File: config.mk
export PLATFORM = sky130hd
export DESIGN_NAME = usub_flag_unit
export DESIGN_NICKNAME = d
export VERILOG_FILES = /design/src/rtl/usub_pkg.sv /design/src/rtl/usub_decode.sv /design/src/rtl/usub_alu.sv /design/src/rtl/usub_ovcu.sv /design/src/rtl/usub_flag_unit.sv
export SDC_FILE = /design/constraint.sdc
export NUM_CORES = 1
export LEC_CHECK = 0
export CORE_MARGIN = 3
export CORE_UTILIZATION = 50
export CTS_CLUSTER_SIZE = 28
export DETAILED_ROUTE_END_ITERATION = 8
export DONT_BUFFER_PORTS = 1
export SLEW_MARGIN = 10
export SYNTH_ARGS = -nofsm -noshare
export SYNTH_HDL_FRONTEND = slang
export SYNTH_SLANG_ARGS = --single-unit
export TNS_END_PERCENT = 50
File: constraint.sdc
create_clock -name clk -period 5.9 [get_ports clk]
set_input_delay 0 -clock clk [delete_from_list [all_inputs] [get_ports clk]]
set_output_delay 0 -clock clk [all_outputs]
set_load 0.05 [all_outputs]
File: src/rtl/usub_pkg.sv
package usub_pkg;
  typedef struct packed {
    logic z;
    logic n;
    logic c;
    logic v;
  } usub_flags_t;

  localparam logic [15:0] USUB_HEAD_WORD = 16'h565D;
endpackage

File: src/rtl/usub_decode.sv
module usub_decode #(
  parameter int               OP_W  = 16,
  parameter int               LOC_W = 8,
  parameter logic [OP_W-1:0]  HEAD  = usub_pkg::USUB_HEAD_WORD
) (
  input  logic [OP_W-1:0]  word0_i,
  input  logic [OP_W-1:0]  word1_i,
  output logic             hit_o,
  output logic [LOC_W-1:0] loc_o
);
  localparam int PAD_W = OP_W - LOC_W;

  logic head_ok;
  logic pad_ok;

  always_comb begin
    head_ok = (word0_i == HEAD);
    pad_ok  = (word1_i[OP_W-1:LOC_W] == {PAD_W{1'b0}});
    hit_o   = head_ok && pad_ok;
    loc_o   = word1_i[LOC_W-1:0];
  end
endmodule

File: src/rtl/usub_alu.sv
module usub_alu #(
  parameter int DATA_W = 32
) (
  input  logic [DATA_W-1:0] a_i,
  input  logic [DATA_W-1:0] b_i,
  input  logic              bin_i,
  output logic [DATA_W-1:0] diff_o,
  output logic              borrow_o,
  output logic              sovf_o
);
  localparam int MSB = DATA_W - 1;

  logic [DATA_W:0] wide;

  always_comb begin
    wide     = {1'b0, a_i} - {1'b0, b_i} - {{DATA_W{1'b0}}, bin_i};
    diff_o   = wide[MSB:0];
    borrow_o = wide[DATA_W];
    sovf_o   = (a_i[MSB] != b_i[MSB]) && (wide[MSB] != a_i[MSB]);
  end
endmodule

File: src/rtl/usub_ovcu.sv
module usub_ovcu #(
  parameter int CNT_W = 6
) (
  input  logic             clk,
  input  logic             rst,
  input  logic             dec_i,
  input  logic             ovm_i,
  output logic [CNT_W-1:0] cnt_o
);
  localparam logic [CNT_W-1:0] ONE = {{(CNT_W-1){1'b0}}, 1'b1};

  always_ff @(posedge clk) begin
    if (rst)        cnt_o <= '0;
    else if (dec_i) cnt_o <= cnt_o - ONE;
  end

  p_ovcu_dec_r6: assert property (@(posedge clk) disable iff (rst)
    dec_i |=> (cnt_o == $past(cnt_o) - ONE));

  p_ovcu_hold_r6: assert property (@(posedge clk) disable iff (rst)
    (!dec_i && (ovm_i || !ovm_i)) |=> $stable(cnt_o));
endmodule

File: src/rtl/usub_flag_unit.sv
module usub_flag_unit #(
  parameter int              DATA_W = 32,
  parameter int              CNT_W  = 6,
  parameter int              OP_W   = 16,
  parameter int              LOC_W  = 8,
  parameter logic [OP_W-1:0] HEAD   = usub_pkg::USUB_HEAD_WORD
) (
  input  logic              clk,
  input  logic              rst,
  input  logic              exec_i,
  input  logic              hi_step_i,
  input  logic              ovm_i,
  input  logic              rpt_pending_i,
  input  logic [OP_W-1:0]   op_word0_i,
  input  logic [OP_W-1:0]   op_word1_i,
  input  logic [DATA_W-1:0] reg_i,
  input  logic [DATA_W-1:0] operand_i,
  output logic [DATA_W-1:0] p_o,
  output logic              z_o,
  output logic              n_o,
  output logic              c_o,
  output logic              v_o,
  output logic [CNT_W-1:0]  ovcu_o,
  output logic              rpt_clear_o,
  output logic [LOC_W-1:0]  loc_o
);
  import usub_pkg::*;

  localparam int MSB = DATA_W - 1;

  logic              hit;
  logic [LOC_W-1:0]  loc_field;
  logic              commit;
  logic              bin;
  logic [DATA_W-1:0] diff;
  logic              borrow;
  logic              sovf;
  usub_flags_t       flags_q;
  usub_flags_t       flags_d;

  usub_decode #(.OP_W(OP_W), .LOC_W(LOC_W), .HEAD(HEAD)) u_decode (
    .word0_i (op_word0_i),
    .word1_i (op_word1_i),
    .hit_o   (hit),
    .loc_o   (loc_field)
  );

  always_comb begin
    commit = exec_i && (hit || hi_step_i);
    bin    = hi_step_i && !flags_q.c;
  end

  usub_alu #(.DATA_W(DATA_W)) u_alu (
    .a_i      (reg_i),
    .b_i      (operand_i),
    .bin_i    (bin),
    .diff_o   (diff),
    .borrow_o (borrow),
    .sovf_o   (sovf)
  );

  usub_ovcu #(.CNT_W(CNT_W)) u_ovcu (
    .clk   (clk),
    .rst   (rst),
    .dec_i (commit && borrow),
    .ovm_i (ovm_i),
    .cnt_o (ovcu_o)
  );

  always_comb begin
    flags_d.z = (diff == '0);
    flags_d.n = diff[MSB];
    flags_d.c = !borrow;
    flags_d.v = flags_q.v || sovf;
  end

  always_ff @(posedge clk) begin
    if (rst) begin
      p_o         <= '0;
      flags_q     <= '0;
      rpt_clear_o <= 1'b0;
      loc_o       <= '0;
    end else begin
      rpt_clear_o <= commit && rpt_pending_i;
      if (commit) begin
        p_o     <= diff;
        flags_q <= flags_d;
      end
      if (exec_i && hit && !hi_step_i) loc_o <= loc_field;
    end
  end

  always_comb begin
    z_o = flags_q.z;
    n_o = flags_q.n;
    c_o = flags_q.c;
    v_o = flags_q.v;
  end

  p_zero_r2: assert property (@(posedge clk) disable iff (rst)
    commit |=> (z_o == (p_o == '0)));

  p_neg_r3: assert property (@(posedge clk) disable iff (rst)
    commit |=> (n_o == p_o[MSB]));

  p_carry_r4: assert property (@(posedge clk) disable iff (rst)
    (commit && !hi_step_i) |=> (c_o == ($past(reg_i) >= $past(operand_i))));

  p_sticky_v_r5: assert property (@(posedge clk) disable iff (rst)
    v_o |=> v_o);

  p_rpt_clear_r7: assert property (@(posedge clk) disable iff (rst)
    rpt_clear_o |-> ($past(exec_i) && $past(rpt_pending_i)));

  p_idle_hold_r11: assert property (@(posedge clk) disable iff (rst)
    !exec_i |=> ($stable(p_o) && $stable(ovcu_o) && $stable(loc_o)));
endmodule

* Yosys cells after proc, flatten, opt, wreduce, memory -nomap -nowiden
Cells that the tools add are included.
** Storage, ports and cells
- Register bits :: 51
- Input bits :: 102
- Output and inout bits :: 51
- Logic and storage cells :: 29
** Operators by class
- $add $sub $neg :: 3
- Equality and inequality tests :: 3
- Reductions and logical operators :: 15
** Operators with widths (number)
- $sub A32 B32 Y33 :: 1
- $sub A33 B1 Y33 :: 1
- $logic_not A32 Y1 :: 1
- $eq A16 B15 Y1 const B :: 1
- $logic_and A1 B1 Y1 :: 8
- $logic_not A8 Y1 :: 1
- $sub A6 B1 Y6 const B :: 1
- $logic_not A1 Y1 :: 3
- $logic_or A1 B1 Y1 :: 2
- $ne A1 B1 Y1 :: 2

* Depth between registers and ports, before layout
- Depth in word-level cells :: 6
- Depth in mapped cells :: 15
- Mapped depth without buffers :: 14

* Cells and area by module
A second synthesis with hierarchy kept.
** Second synthesis, totals
- Cells, all modules :: 607
- Area total of the unflattened synthesis :: 4738.3 um^2
** By module, submodules not included
- usub_alu :: instances 1, cells an instance 369, area each 2557.5 um^2, sequential area each 0.0 um^2
- usub_flag_unit :: instances 1, cells an instance 192, area each 1754.2 um^2, sequential area each 880.8 um^2
- usub_ovcu :: instances 1, cells an instance 28, area each 282.8 um^2, sequential area each 120.1 um^2
- usub_decode :: instances 1, cells an instance 18, area each 143.9 um^2, sequential area each 0.0 um^2

* Worst setup path after synthesis
No wires, ideal clock.
- Path kind :: register to register
- Start point :: register flags_q (netlist bit c_o)
- End point :: register flags_q (netlist bit z_o)
- Library setup time :: 0.059 ns
- Data arrival time :: 3.997 ns
- Required time :: 5.841 ns
- Path slack :: 1.844 ns
- Stages on the path, launching flop included :: 14
- Buffers on the path :: 0
- Clock period less this slack :: 4.056 ns
- Path through :: dfxtp_1 -> nand2b_1 -> fa_1 -> fa_1 -> nand2b_1 -> a21oi_1 -> xnor2_1 -> or4_1 -> nor4_1 -> nand4bb_4 -> nor4_1 -> or4b_1 -> nor4b_2 -> a31o_1
** Between the ends
- Longest elaborated chain between the ends :: 4
** Ends and longest elaborated chain
- from (decl) :: RTL line usub_flag_unit.sv:38 : usub_flags_t flags_q;
- from (signal assigned) :: RTL line usub_flag_unit.sv:87 : flags_q <= flags_d;
- $logic_not A1 Y1 :: RTL line usub_flag_unit.sv:50 : bin = hi_step_i && !flags_q.c;
- $logic_and A1 B1 Y1 :: RTL line usub_flag_unit.sv:50
- $sub A33 B1 Y33 :: RTL line usub_alu.sv:16 : wide = {1'b0, a_i} - {1'b0, b_i} - {{DATA_W{1'b0}}, bin_i};
- $logic_not A32 Y1 :: RTL line usub_flag_unit.sv:71 : flags_d.z = (diff == '0);
Every way passes these cells.
A chain may end at the register's enable or synchronous reset.

* Final worst setup path
Ends and elaborated chain as after synthesis.

==> out/qor.yml <==
sta:
  setup_viol: 0
  tns_ns: 0
  timing.slew.headroom_pct: 34.7
  max_freq_mhz: 216
  rsz0062_at_grt: "false"
  slew_viol_final: 0
  worst_pin_slew_ns: 0.978
  period_minus_slack_ns: 4.64
  setup_slack_ns: 1.26
  period_share_pct: 78.6
  finClkSkew_ns: 0.0104
  hold_viol: 0
clocking:
  path_clk_slew_ns: 0.10
  cts_sinks: 50
  htree_levels: 2
  tritoncts: "built"
  cts_root_buf: "clkbuf_8"
  ctsLongestPathBuffers: 2
  ctsResizeCount: 0
  numCtsBuffers: 5
  clock_latency_ns: 0.29
die:
  initial_core_util_pct: 52.4
  placementRows: 34
  die_w_um: 102
  die_h_um: 102
  io_pins: 153
  core_area_um2: 8850
  die_area_um2: 10500
critical_path:
  end_kind: "flop"
  worst_ep_arrival_time_ns: 4.88
  reg2reg_from: "c_o$_SDFFE_PP0P_"
  cp_max_fo: 3
  rr_endpoint: "z_o$_SDFFE_PP0P_"
  r2r_slack_ns: 1.26
  path_class: "reg2reg"
  r2r_cells: 13
  worstPathRequired_ns: 6.15
  cp-endpoint: "z_o$_SDFFE_PP0P_"
  crit_start: "c_o$_SDFFE_PP0P_"
  start_kind: "flop"
synthesis:
  yosys_warnings: 0
  avgSynthCellArea_um2: 7.75
  yosysTopAreaCell: "dfxtp_1"
  async_flop_share_pct: 0
  synth.distinct_cells: 75
  ys_ff_latch: 50
  yosys-top-cells-area: "dfxtp_1 (22%), ha_1 (17%), inv_1 (8.6%), mux2i_1 (6.7%), nor2_1 (5.5%)"
  syn_inst: 598
  ys_seq_area_share_pct: 21.6
  synth_top_area_share_pct: 21.6
  syn_area_um2: 4640
  synth_edf_count: 0
  syn-num-nets: 765
  synth_ff_type: "dfxtp_1"
routing:
  ant_nets: 0
  routed-via-count: 4082
  postRouteWirelength_um: 11100
  drt_iter0_markers: 161
  route.detailed.drc: 0
  viasPerCell: 5.74
  wl_per_cell_um: 15.6
  drt_pass1_iterations: 6
power:
  total_leakage_power_nw: 2.23
  power.density_nw_per_um2: 248
  total_power_mw: 1.23
  ir_drop_mv: 0.165
placement:
  placedInstanceArea_um2: 4690
  gp_congestion: 0.932
  dp.final_hpwl_um: 8920
  io_buffers: 0
  place_ws_ns: 1.28
grt:
  antenna_found_initial: 0
  grt_pass1_wl_um: 17600
  grt_usage_pct: 20.3
  grt_remaining_overflow: 0
  grt_max_degree: 51
  grt_pass1_vias: 3732
finish:
  fillers: 861
  n_antenna_cell: 0
  drive_above_1_share_pct: 4.64
  design_area_um2: 4940
  nets: 769
  area_delta_synth_final_pct: 6.64
job:
  max_cap_violations: 0
run_status:
  outcome: "finished clean"
hold_path:
  hold_class: "in2reg"
-- through the flow --
stage	std cells	utilization, %	hold slack, ns
after floorplan	598	-	0.112
after global placement	688	53.0	0.0756
after detailed placement	688	53.0	0.0775
after CTS	711	55.9	0.00972
after global routing	711	55.9	0.0124
final	711	55.9	0.0126
-- critical path, cell delays in order, from the launching register on --
cell       delay, ns
dfxtp_1         0.52
nand2b_1        0.27
fa_1            0.41
fa_1            0.44
nand2b_1        0.17
a21oi_1         0.21
xnor2_1         0.13
or4_1           0.52
nor4_1          0.52
nand4bb_4       0.14
nor4_1          0.32
or4b_1          0.49
nor4b_2         0.27
a31o_1          0.18
-- synth_stat cells, types with 3 or more instances --
cell        n
inv_1     106
nor2_1     68
ha_1       63
dfxtp_1    50
a21oi_1    36
mux2i_1    31
nand2_1    28
xnor2_1    20
o21ai_0    17
clkbuf_1   13
xor2_1     12
nor3_1     10
a211oi_1    9
a21o_1      9
nand3_1     9
a31oi_1     8
nand4_1     8
nand2b_1    7
nor4_1      6
nand3b_1    4
o211ai_1    4
o22ai_1     4
or4_1       4
a21boi_0    3
and2_1      3
buf_4       3
nor3b_1     3
o21ai_1     3
-- layout by cell type, fill, tap and decap left out, types with 4 or more instances in the layout --
cell type / count
a211oi_1: 9
a21o_1: 9
a21oi_1: 36
a31oi_1: 8
clkbuf_8: 6
dfxtp_1: 50
dlygate4sd3_1: 14
ha_1: 63
inv_1: 106
mux2i_1: 31
nand2_1: 28
nand2b_1: 7
nand3_1: 9
nand3b_1: 4
nand4_1: 8
nor2_1: 68
nor3_1: 10
nor4_1: 6
o211ai_1: 4
o21ai_0: 17
o22ai_1: 4
or4_1: 4
xnor2_1: 20
xor2_1: 12
-- worst min-delay path by stage --
stage | startpoint | to | slack [ns] | cells past startpoint
finish | rst | loc_o[1]$_SDFFE_PP0P_ | 0.01 | 2
global route | rst | u_ovcu.cnt_o[5]$_SDFFE_PP0P_ | 0.01 | 2
CTS | rst | loc_o[1]$_SDFFE_PP0P_ | 0.01 | 2
detailed placement | rst | p_o[11]$_SDFFE_PP0P_ | 0.08 | 1
global placement | rst | p_o[11]$_SDFFE_PP0P_ | 0.08 | 1
floorplan | rpt_pending_i | rpt_clear_o$_SDFF_PP0_ | 0.11 | 2
-- state kept, by name, indices dropped and copies added, names as in the netlist --
signal and cells:
p_o 32, loc_o 8, u_ovcu.cnt_o 6, c_o 1
rpt_clear_o 1, v_o 1, z_o 1
-- routing by layer --
metal | track usage [%] | wire length, µm | vias up
li1 | - | - | 2062
met1 | 28.0 | 5110 | 1894
met2 | 34.3 | 5390 | 120
met3 | 3.41 | 521 | 6
met4 | 2.62 | 68 | 0
met5 | 0 | 0 | -
-- cells by family after synthesis --
kind of cell    count (synthesis)  share of synthesized area [%]
simple gates                  172                           19.6
xor+xnor                       32                           6.04
compound gates                122                           17.4
flops                          50                           21.6
mux                            32                           6.93
fa+ha+maj                      65                           17.9
buf+inv                       125                           10.6
-- area by class of cell --
cell class | instances | area, µm² | share of cell area [%]
Tap cell | 108 | 135 | 2.73
Clock buffer | 6 | 82.6 | 1.67
Sequential cell | 50 | 1000 | 20.2
Timing Repair Buffer | 16 | 168 | 3.39
Inverter | 106 | 398 | 8.05
Clock inverter | 2 | 12.5 | 0.253
Multi-Input combinational cell | 423 | 3150 | 63.7
-- power by group --
part	switching (mW)	internal, mW
combinational	0.302	0.221
sequential	0.127	0.366
clock	0.116	0.0946
total	0.545	0.682
-- timing repair --
action                    in CTS  in global routing
hold endpoints to repair      50                  0
buffers inserted               0                  0
hold buffers                  15                  0
Power figures use the tool's default switching activity.
